[config.mk]
export PLATFORM = sky130hd
export DESIGN_NAME = bus_width_bridge
export DESIGN_NICKNAME = d
export VERILOG_FILES = /design/src/rtl/bus_width_bridge.sv
export SDC_FILE = /design/constraint.sdc
export NUM_CORES = 1
export LEC_CHECK = 0
export ABC_AREA = 1
export CELL_PAD_IN_SITES_DETAIL_PLACEMENT = 0
export CELL_PAD_IN_SITES_GLOBAL_PLACEMENT = 1
export CORE_MARGIN = 2
export CORE_UTILIZATION = 33
export DETAILED_ROUTE_END_ITERATION = 10
export GPL_TIMING_DRIVEN = 0
export PLACE_DENSITY = 0.87
export SYNTH_ARGS = -nofsm -noshare
export SYNTH_HDL_FRONTEND = slang
export SYNTH_SLANG_ARGS = --single-unit
[constraint.sdc]
create_clock -name clk -period 4 [get_ports clk]
set_clock_uncertainty 0.1 [all_clocks]
set_input_delay 0.4 -clock clk [delete_from_list [all_inputs] [get_ports clk]]
set_output_delay 0.4 -clock clk [all_outputs]
set_load 0.01 [all_outputs]
[src/rtl/bus_width_bridge.sv]
module bus_width_bridge #(
  parameter int CNT_W       = 4,
  parameter int SYNC_STAGES = 2
) (
  input  logic             clk,
  input  logic             rst_n,
  input  logic             cpu_as_n,
  input  logic             cpu_ds_n,
  input  logic             cpu_rw,
  input  logic [1:0]       cpu_siz,
  input  logic             cpu_a0,
  input  logic             dsp_sel,
  input  logic             early_en,
  input  logic [CNT_W-1:0] early_clks,
  input  logic             xbus_ack_n,
  output logic             xbus_as_n,
  output logic             xbus_uds_n,
  output logic             xbus_lds_n,
  output logic             cpu_ack8_n,
  output logic             cpu_ack16_n
);

  localparam logic [1:0] SIZ_BYTE = 2'b01;

  logic [SYNC_STAGES-1:0] ack_sync;
  logic [CNT_W-1:0]       cnt;
  logic [CNT_W:0]         cnt_inc;
  logic                   as_act, as_seen, dsp_lat, ack_r;
  logic                   strobe_ok, early_hit, ack_in;

  assign as_act    = rst_n & ~cpu_as_n;
  assign strobe_ok = as_act & (cpu_rw | ~cpu_ds_n);

  assign xbus_as_n  = cpu_as_n;
  assign xbus_uds_n = ~(strobe_ok & ~cpu_a0);
  assign xbus_lds_n = ~(strobe_ok & (cpu_a0 | (cpu_siz != SIZ_BYTE)));

  always_ff @(posedge clk or negedge rst_n)
    if (!rst_n) ack_sync <= '0;
    else        ack_sync <= {ack_sync[SYNC_STAGES-2:0], ~xbus_ack_n};

  assign cnt_inc   = {1'b0, cnt} + 1'b1;
  assign early_hit = cnt_inc >= {1'b0, early_clks};
  assign ack_in    = early_en ? early_hit : ack_sync[SYNC_STAGES-1];

  always_ff @(posedge clk or negedge rst_n) begin
    if (!rst_n) begin
      as_seen <= 1'b0;
      dsp_lat <= 1'b0;
      cnt     <= '0;
      ack_r   <= 1'b0;
    end else if (!as_act) begin
      as_seen <= 1'b0;
      cnt     <= '0;
      ack_r   <= 1'b0;
    end else begin
      as_seen <= 1'b1;
      if (!as_seen)   dsp_lat <= dsp_sel;
      if (!early_hit) cnt     <= cnt_inc[CNT_W-1:0];
      if (ack_in)     ack_r   <= 1'b1;
    end
  end

  assign cpu_ack8_n  = ~(ack_r & as_act &  dsp_lat);
  assign cpu_ack16_n = ~(ack_r & as_act & ~dsp_lat);

  logic ack_any;
  assign ack_any = ~cpu_ack8_n | ~cpu_ack16_n;

  assert_ack_exclusive_R5: assert property (@(posedge clk) disable iff (!rst_n)
    !(!cpu_ack8_n && !cpu_ack16_n));

  assert_idle_negated_R11: assert property (@(posedge clk) disable iff (!rst_n)
    cpu_as_n |-> (cpu_ack8_n && cpu_ack16_n && xbus_uds_n && xbus_lds_n));

  assert_ack_held_R9: assert property (@(posedge clk) disable iff (!rst_n)
    ($past(ack_any) && !cpu_as_n) |-> ack_any);

  assert_line_stable_R10: assert property (@(posedge clk) disable iff (!rst_n)
    ($past(!cpu_ack8_n) && !cpu_as_n) |-> (!cpu_ack8_n && cpu_ack16_n));

  assert_dsp_latch_R10: assert property (@(posedge clk) disable iff (!rst_n)
    (as_seen && $past(as_seen) && !cpu_as_n) |-> $stable(dsp_lat));

  assert_write_gate_R3: assert property (@(posedge clk) disable iff (!rst_n)
    (!cpu_rw && cpu_ds_n) |-> (xbus_uds_n && xbus_lds_n));

endmodule

==> results_dict.tcl, run 1 <==
set metrics [dict create \
    worstMarginPinSlew_ns 0.422 \
    cts_tree "done" \
    finalHoldViolations 0 \
    die_h_um 45.5 \
    rsz0062_at_grt "no" \
    setup_viol 0 \
    total_power_mw 0.214 \
    status "complete, no violations" \
    syn-num-nets 89 \
    maxCapViolCount 0 \
    start_util 0.341 \
    rows 15 \
    drt-initial-drc-count 5 \
    syn2layout_area_growth_pct 41.8 \
    fin_tns_setup_ns 0 \
    final_common_cell "clkdlybuf4s50_1" \
    antenna_found_initial 0 \
    holdBufCountCts 0 \
    grt_max_degree 11 \
    cp.required_ns 3.50 \
    grt_pass1_vias 486 \
    die_w_um 45.5 \
    ys_seq_elements 9 \
    worstSetupStartpointType "input port" \
    nFillCells 167 \
    yosys_warnings 0 \
    clkTransAtPathRegs_ns 0.06 \
    synthesis.area_um2 569 \
    cts_sinks 9 \
    n_antenna_cell 0 \
    ys_seq_area_frac 0.396 \
    grt_pass1_wl_um 1950 \
    clockBufferDepth 2 \
    leakage_nw 0.426 \
    nNetsFinal 113 \
    drt_wl_total_um 1050 \
    syn-instance-count 69 \
    min_path_type "flip-flop to flip-flop" \
    arrival_ns 2.24 \
    layout-drive-gt1-share 0.109 \
    slew_headroom 0.718 \
    seq_power_share 0.466 \
    io_pins 20 \
    root_buffer "clkbuf_4" \
    fmax_mhz 366 \
    drc 0 \
    io_buffers 19 \
    dpl.hpwl_um 854 \
    gp_congestion 0.724 \
    overflow 0 \
    peakVddDrop_mv 0.113 \
    critical_path.max_fanout 10 \
    p_clk_frac 0.335 \
    clk_latency_ns 0.27 \
    synth.avg_cell_area_um2 8.25 \
    avgRoutedWirePerCell_um 9.62 \
    path_class "input port to output pin" \
    yosysUniqueCellTypes 20 \
    period_share 0.684 \
    layout_min_cycle_time_ns 2.74 \
    drtPass1Iterations 4 \
    final_cell_mix "19 x clkdlybuf4s50_1, 15 x nand2_1, 13 x inv_1" \
    cellPowerDensity_mw_per_mm2 265 \
    internal_power_mw 0.159 \
    maxSlewViolCount 0 \
    htree_levels 1 \
    pwr-share-comb 0.199 \
    cp-end-kind "output pin" \
    vias 508 \
    antenna_left 0 \
    cts_resized 0 \
    viasPerCell 4.66 \
    grt_use_total 0.136 \
    swShare 0.258 \
    postCtsSetupBuffers 0 \
    numCtsBuffers 3 \
    dieArea_mm2 0.00207 \
    coreArea_mm2 0.00167 \
    switching_power_mw 0.0552 \
]
[cells in the mapped netlist]
master    instances  area, um^2
a21oi_1           1        5.00
buf_2             1        5.00
buf_4             1        7.51
dfrtp_1           9         225
ha_1              5        62.6
inv_1            13        48.8
inv_2             1        3.75
mux2_1            1        11.3
nand2_1          15        56.3
nand2_2           1        6.26
nand2_4           1        11.3
nand3_1           7        35.0
nand3b_1          1        7.51
nand4_1           5        31.3
nor2_1            1        3.75
nor2_4            1        11.3
o21a_1            1        7.51
o21ai_0           2        10.0
o21bai_2          1        11.3
xor2_1            1        8.76
[logic make-up (layout without fill, tap and decap cells)]
kind of cell	after synthesis	in the layout	synth area share
DFF	9	9	0.396
adders and majority gates	5	5	0.110
and+or+nand+nor	32	32	0.286
muxes	1	1	0.0198
xor gates and xnor gates	1	1	0.0154
AOI/OAI and AO/OA	5	5	0.0593
buffers and inverters	16	39	0.114
[worst max-delay path: stages]
cell             delay (ns)
clkdlybuf4s50_1        0.73
inv_1                  0.14
nor2_4                 0.16
buf_2                  0.23
nand3_1                0.09
clkdlybuf4s50_1        0.49
[per-layer routing]
metal | GRT usage | up-vias | wire, um
li1 | - | 266 | -
met1 | 0.150 | 225 | 431
met2 | 0.206 | 14 | 545
met3 | 0.0516 | 3 | 56
met4 | 0.106 | 0 | 16
met5 | 0 | - | 0
[final timing paths]
check / start / end / slack, ns / cells after the start
worst max-delay path: rst_n / cpu_ack8_n / 1.26 / 6
worst min-delay path: ack_sync[0] / ack_sync[1] / 0.25 / 0
worst max register to register: cnt[0] / ack_r / 2.09 / 11
worst min register to register: ack_sync[0] / ack_sync[1] / 0.25 / 0
max in group asynchronous: rst_n / ack_sync[0] / 3.17 / 1
min in group asynchronous: rst_n / ack_sync[1] / 0.33 / 1
[per-stage QoR]
step	hold slack (ns)	instance area [um^2]	instances	setup WS, ns	util
3_3_place_gp	0.241	781	105	1.22	0.467
4_1_cts	0.251	807	109	1.21	0.483
6_report	0.250	807	109	1.26	0.483
2_1_floorplan	0.00441	569	69	2.24	-
3_5_place_dp	0.243	781	105	1.21	0.467
5_1_grt	0.269	807	109	1.09	0.483
[sequential cells by signal, summed over array words and instances (netlist names)]
name and flops:
ack_r 1, as_seen 1, dsp_lat 1, cnt 4
ack_sync 2
[layout make-up]
type / instances / area, um^2 / share of cell area
flip-flops and latches: 9 / 225 / 0.279
inverters: 14 / 52.6 / 0.0651
clock buffers: 4 / 26.3 / 0.0326
multi-input cells: 44 / 279 / 0.346
plain buffers: 2 / 12.5 / 0.0155
well taps: 17 / 21.3 / 0.0264
repair buffers: 19 / 190 / 0.236
[power groups by stage]
stage	registers, mW	clock network (mW)	logic, mW
finish	0.0998	0.0718	0.0426
global route	0.101	0.0803	0.0491
CTS	0.0999	0.0733	0.0436
detailed placement	0.102	0	0.0434
global placement	0.101	0	0.0425
floorplan	0.101	0	0.0210
Power figures use the tool's default switching activity.
==> run 2, diff against run 1 <==
--- a/config.mk
+++ b/config.mk
@@ -8,11 +8,12 @@
 export ABC_AREA = 1
 export CELL_PAD_IN_SITES_DETAIL_PLACEMENT = 0
 export CELL_PAD_IN_SITES_GLOBAL_PLACEMENT = 1
+export CORE_ASPECT_RATIO = 0.75
 export CORE_MARGIN = 2
-export CORE_UTILIZATION = 33
+export CORE_UTILIZATION = 30
 export DETAILED_ROUTE_END_ITERATION = 10
 export GPL_TIMING_DRIVEN = 0
-export PLACE_DENSITY = 0.87
+export PLACE_DENSITY = 0.81
 export SYNTH_ARGS = -nofsm -noshare
 export SYNTH_HDL_FRONTEND = slang
 export SYNTH_SLANG_ARGS = --single-unit
==> constraint.sdc (replaced) <==
create_clock -name clk -period 2.75 [get_ports clk]
set_clock_uncertainty 0.1 [all_clocks]
set_input_delay 0.275 -clock clk [delete_from_list [all_inputs] [get_ports clk]]
set_output_delay 0.275 -clock clk [all_outputs]
set_load 0.01 [all_outputs]
==> run 2 against run 1 <==
Compared with the run above:
- utilization shrank 2.0 points
- routed wire length grew 1.4%
- critical path depth is the same
- critical path type unchanged
- flip-flop and latch count is the same
- setup slack lost 0.98 ns
- via count grew 3.7%
- first-iteration DRC count grew to 3.6 times the previous value
==> results_dict.tcl, run 2 (synthesis results as in run 1) <==
set metrics [dict create \
    status "complete, no violations" \
    top_register "cnt" \
    cp-end-kind "output pin" \
    n_antenna_cell 0 \
    fin_tns_setup_ns 0 \
    finalHoldViolations 0 \
    numCtsBuffers 3 \
    arrival_ns 2.09 \
    grt_max_degree 11 \
    dpl.hpwl_um 885 \
    vias 527 \
    dieArea_mm2 0.00227 \
    maxSlewViolCount 0 \
    ff_latch_area_um2 225 \
    cellPowerDensity_mw_per_mm2 379 \
    worstMarginPinSlew_ns 0.406 \
    io_pins 20 \
    maxCapViolCount 0 \
    syn2layout_area_growth_pct 42.9 \
    postCtsSetupBuffers 0 \
    period_share 0.897 \
    largest_reg_flops 4 \
    leakage_nw 0.426 \
    holdBufCountCts 0 \
    start_util 0.324 \
    antenna_found_initial 0 \
    drc 0 \
    grt_pass1_wl_um 1810 \
    clockBufferDepth 2 \
    htree_levels 1 \
    coreArea_mm2 0.00176 \
    min_path_type "input port to asynchronous set/reset pin" \
    cts_resized 0 \
    clk_latency_ns 0.25 \
    slew_headroom 0.728 \
    clkTransAtPathRegs_ns 0.06 \
    cts_tree "done" \
    utilization 0.463 \
    multiInputGateArea_um2 279 \
    antenna_left 0 \
    critical_path.max_fanout 10 \
    crit_start "rst_n" \
    drt-initial-drc-count 18 \
    final_common_cell "clkdlybuf4s50_1" \
    top_regs "cnt (4), ack_sync (2)" \
    grt_use_total 0.110 \
    final_cell_mix "19 x clkdlybuf4s50_1, 15 x nand2_1, 13 x inv_1" \
    root_buffer "clkbuf_4" \
    reg2reg_from "cnt[0]" \
    cts_sinks 9 \
    total_power_mw 0.308 \
    nNetsFinal 113 \
    drt_wl_total_um 1060 \
    viasPerCell 4.62 \
    hold_ws_ns 0.212 \
    die_h_um 41.7 \
    instances_no_fill 114 \
    dp.cells 110 \
    layout_min_cycle_time_ns 2.47 \
    die_w_um 54.3 \
    io_buffers 19 \
    cp.required_ns 2.38 \
    grt_pass1_vias 483 \
    nFillCells 175 \
    overflow 0 \
    peakVddDrop_mv 0.147 \
    rsz0062_at_grt "no" \
    rows 13 \
    drtPass1Iterations 4 \
    avgRoutedWirePerCell_um 9.33 \
    setup_viol 0 \
    path_class "input port to output pin" \
    gp_congestion 0.760 \
    fmax_mhz 405 \
    layout-drive-gt1-share 0.109 \
    worstSetupStartpointType "input port" \
]
## run 2: layout make-up
cell class,count,area share
Timing Repair Buffer,19,0.234
Clock buffer,4,0.0323
Sequential cell,9,0.277
Multi-Input combinational cell,44,0.343
Buffer,2,0.0154
Inverter,14,0.0646
Tap cell,22,0.0338
## run 2: path summary, 6_finish.rpt
| path | slack, ns | cells after the start | endpoint |
|---|---|---|---|
| max reg2reg | 0.80 | 11 | cnt[1] |
| min reg2reg | 0.26 | 0 | ack_sync[1] |
| min | 0.21 | 1 | cnt[2] |
| max | 0.28 | 6 | cpu_ack16_n |
| max in group asynchronous | 2.05 | 1 | cnt[1] |
| min in group clk | 0.26 | 0 | ack_sync[1] |
## run 2: per-stage QoR
step           area [um^2]  worst slack [ns]
2_1_floorplan          569             0.987
4_1_cts                813             0.237
5_1_grt                813             0.118
3_5_place_dp           787             0.248
3_3_place_gp           787             0.220
6_report               813             0.283
## run 2: per-layer routing
| metal | vias up | global-route usage | wire length, um | share of wire |
|---|---|---|---|---|
| met1 | 229 | 0.126 | 456 | 0.43 |
| met5 | - | 0 | 0 | 0 |
| li1 | 266 | - | - | - |
| met2 | 32 | 0.166 | 483 | 0.45 |
| met3 | 0 | 0.0612 | 125 | 0.12 |
| met4 | 0 | 0.0450 | 0 | 0 |
## run 2: worst max-delay path: stages
cell,delay [ns]
clkdlybuf4s50_1,0.72
inv_1,0.14
nor2_4,0.17
buf_2,0.23
nand3b_1,0.09
clkdlybuf4s50_1,0.48
## run 2: power breakdown
group	internal (mW)	switching [mW]	total (mW)
Sequential	0.140	0.00579	0.146
Combinational	0.0355	0.0271	0.0626
Clock	0.0558	0.0443	0.100
==> run 3, diff against run 2 <==
--- a/config.mk
+++ b/config.mk
@@ -12,6 +12,7 @@
 export CORE_MARGIN = 2
 export CORE_UTILIZATION = 30
 export DETAILED_ROUTE_END_ITERATION = 10
+export GPL_ROUTABILITY_DRIVEN = 0
 export GPL_TIMING_DRIVEN = 0
 export PLACE_DENSITY = 0.81
 export SYNTH_ARGS = -nofsm -noshare
==> results of run 3 <==
Same layout as run 2: the final DEF is identical, and so are final timing and power.
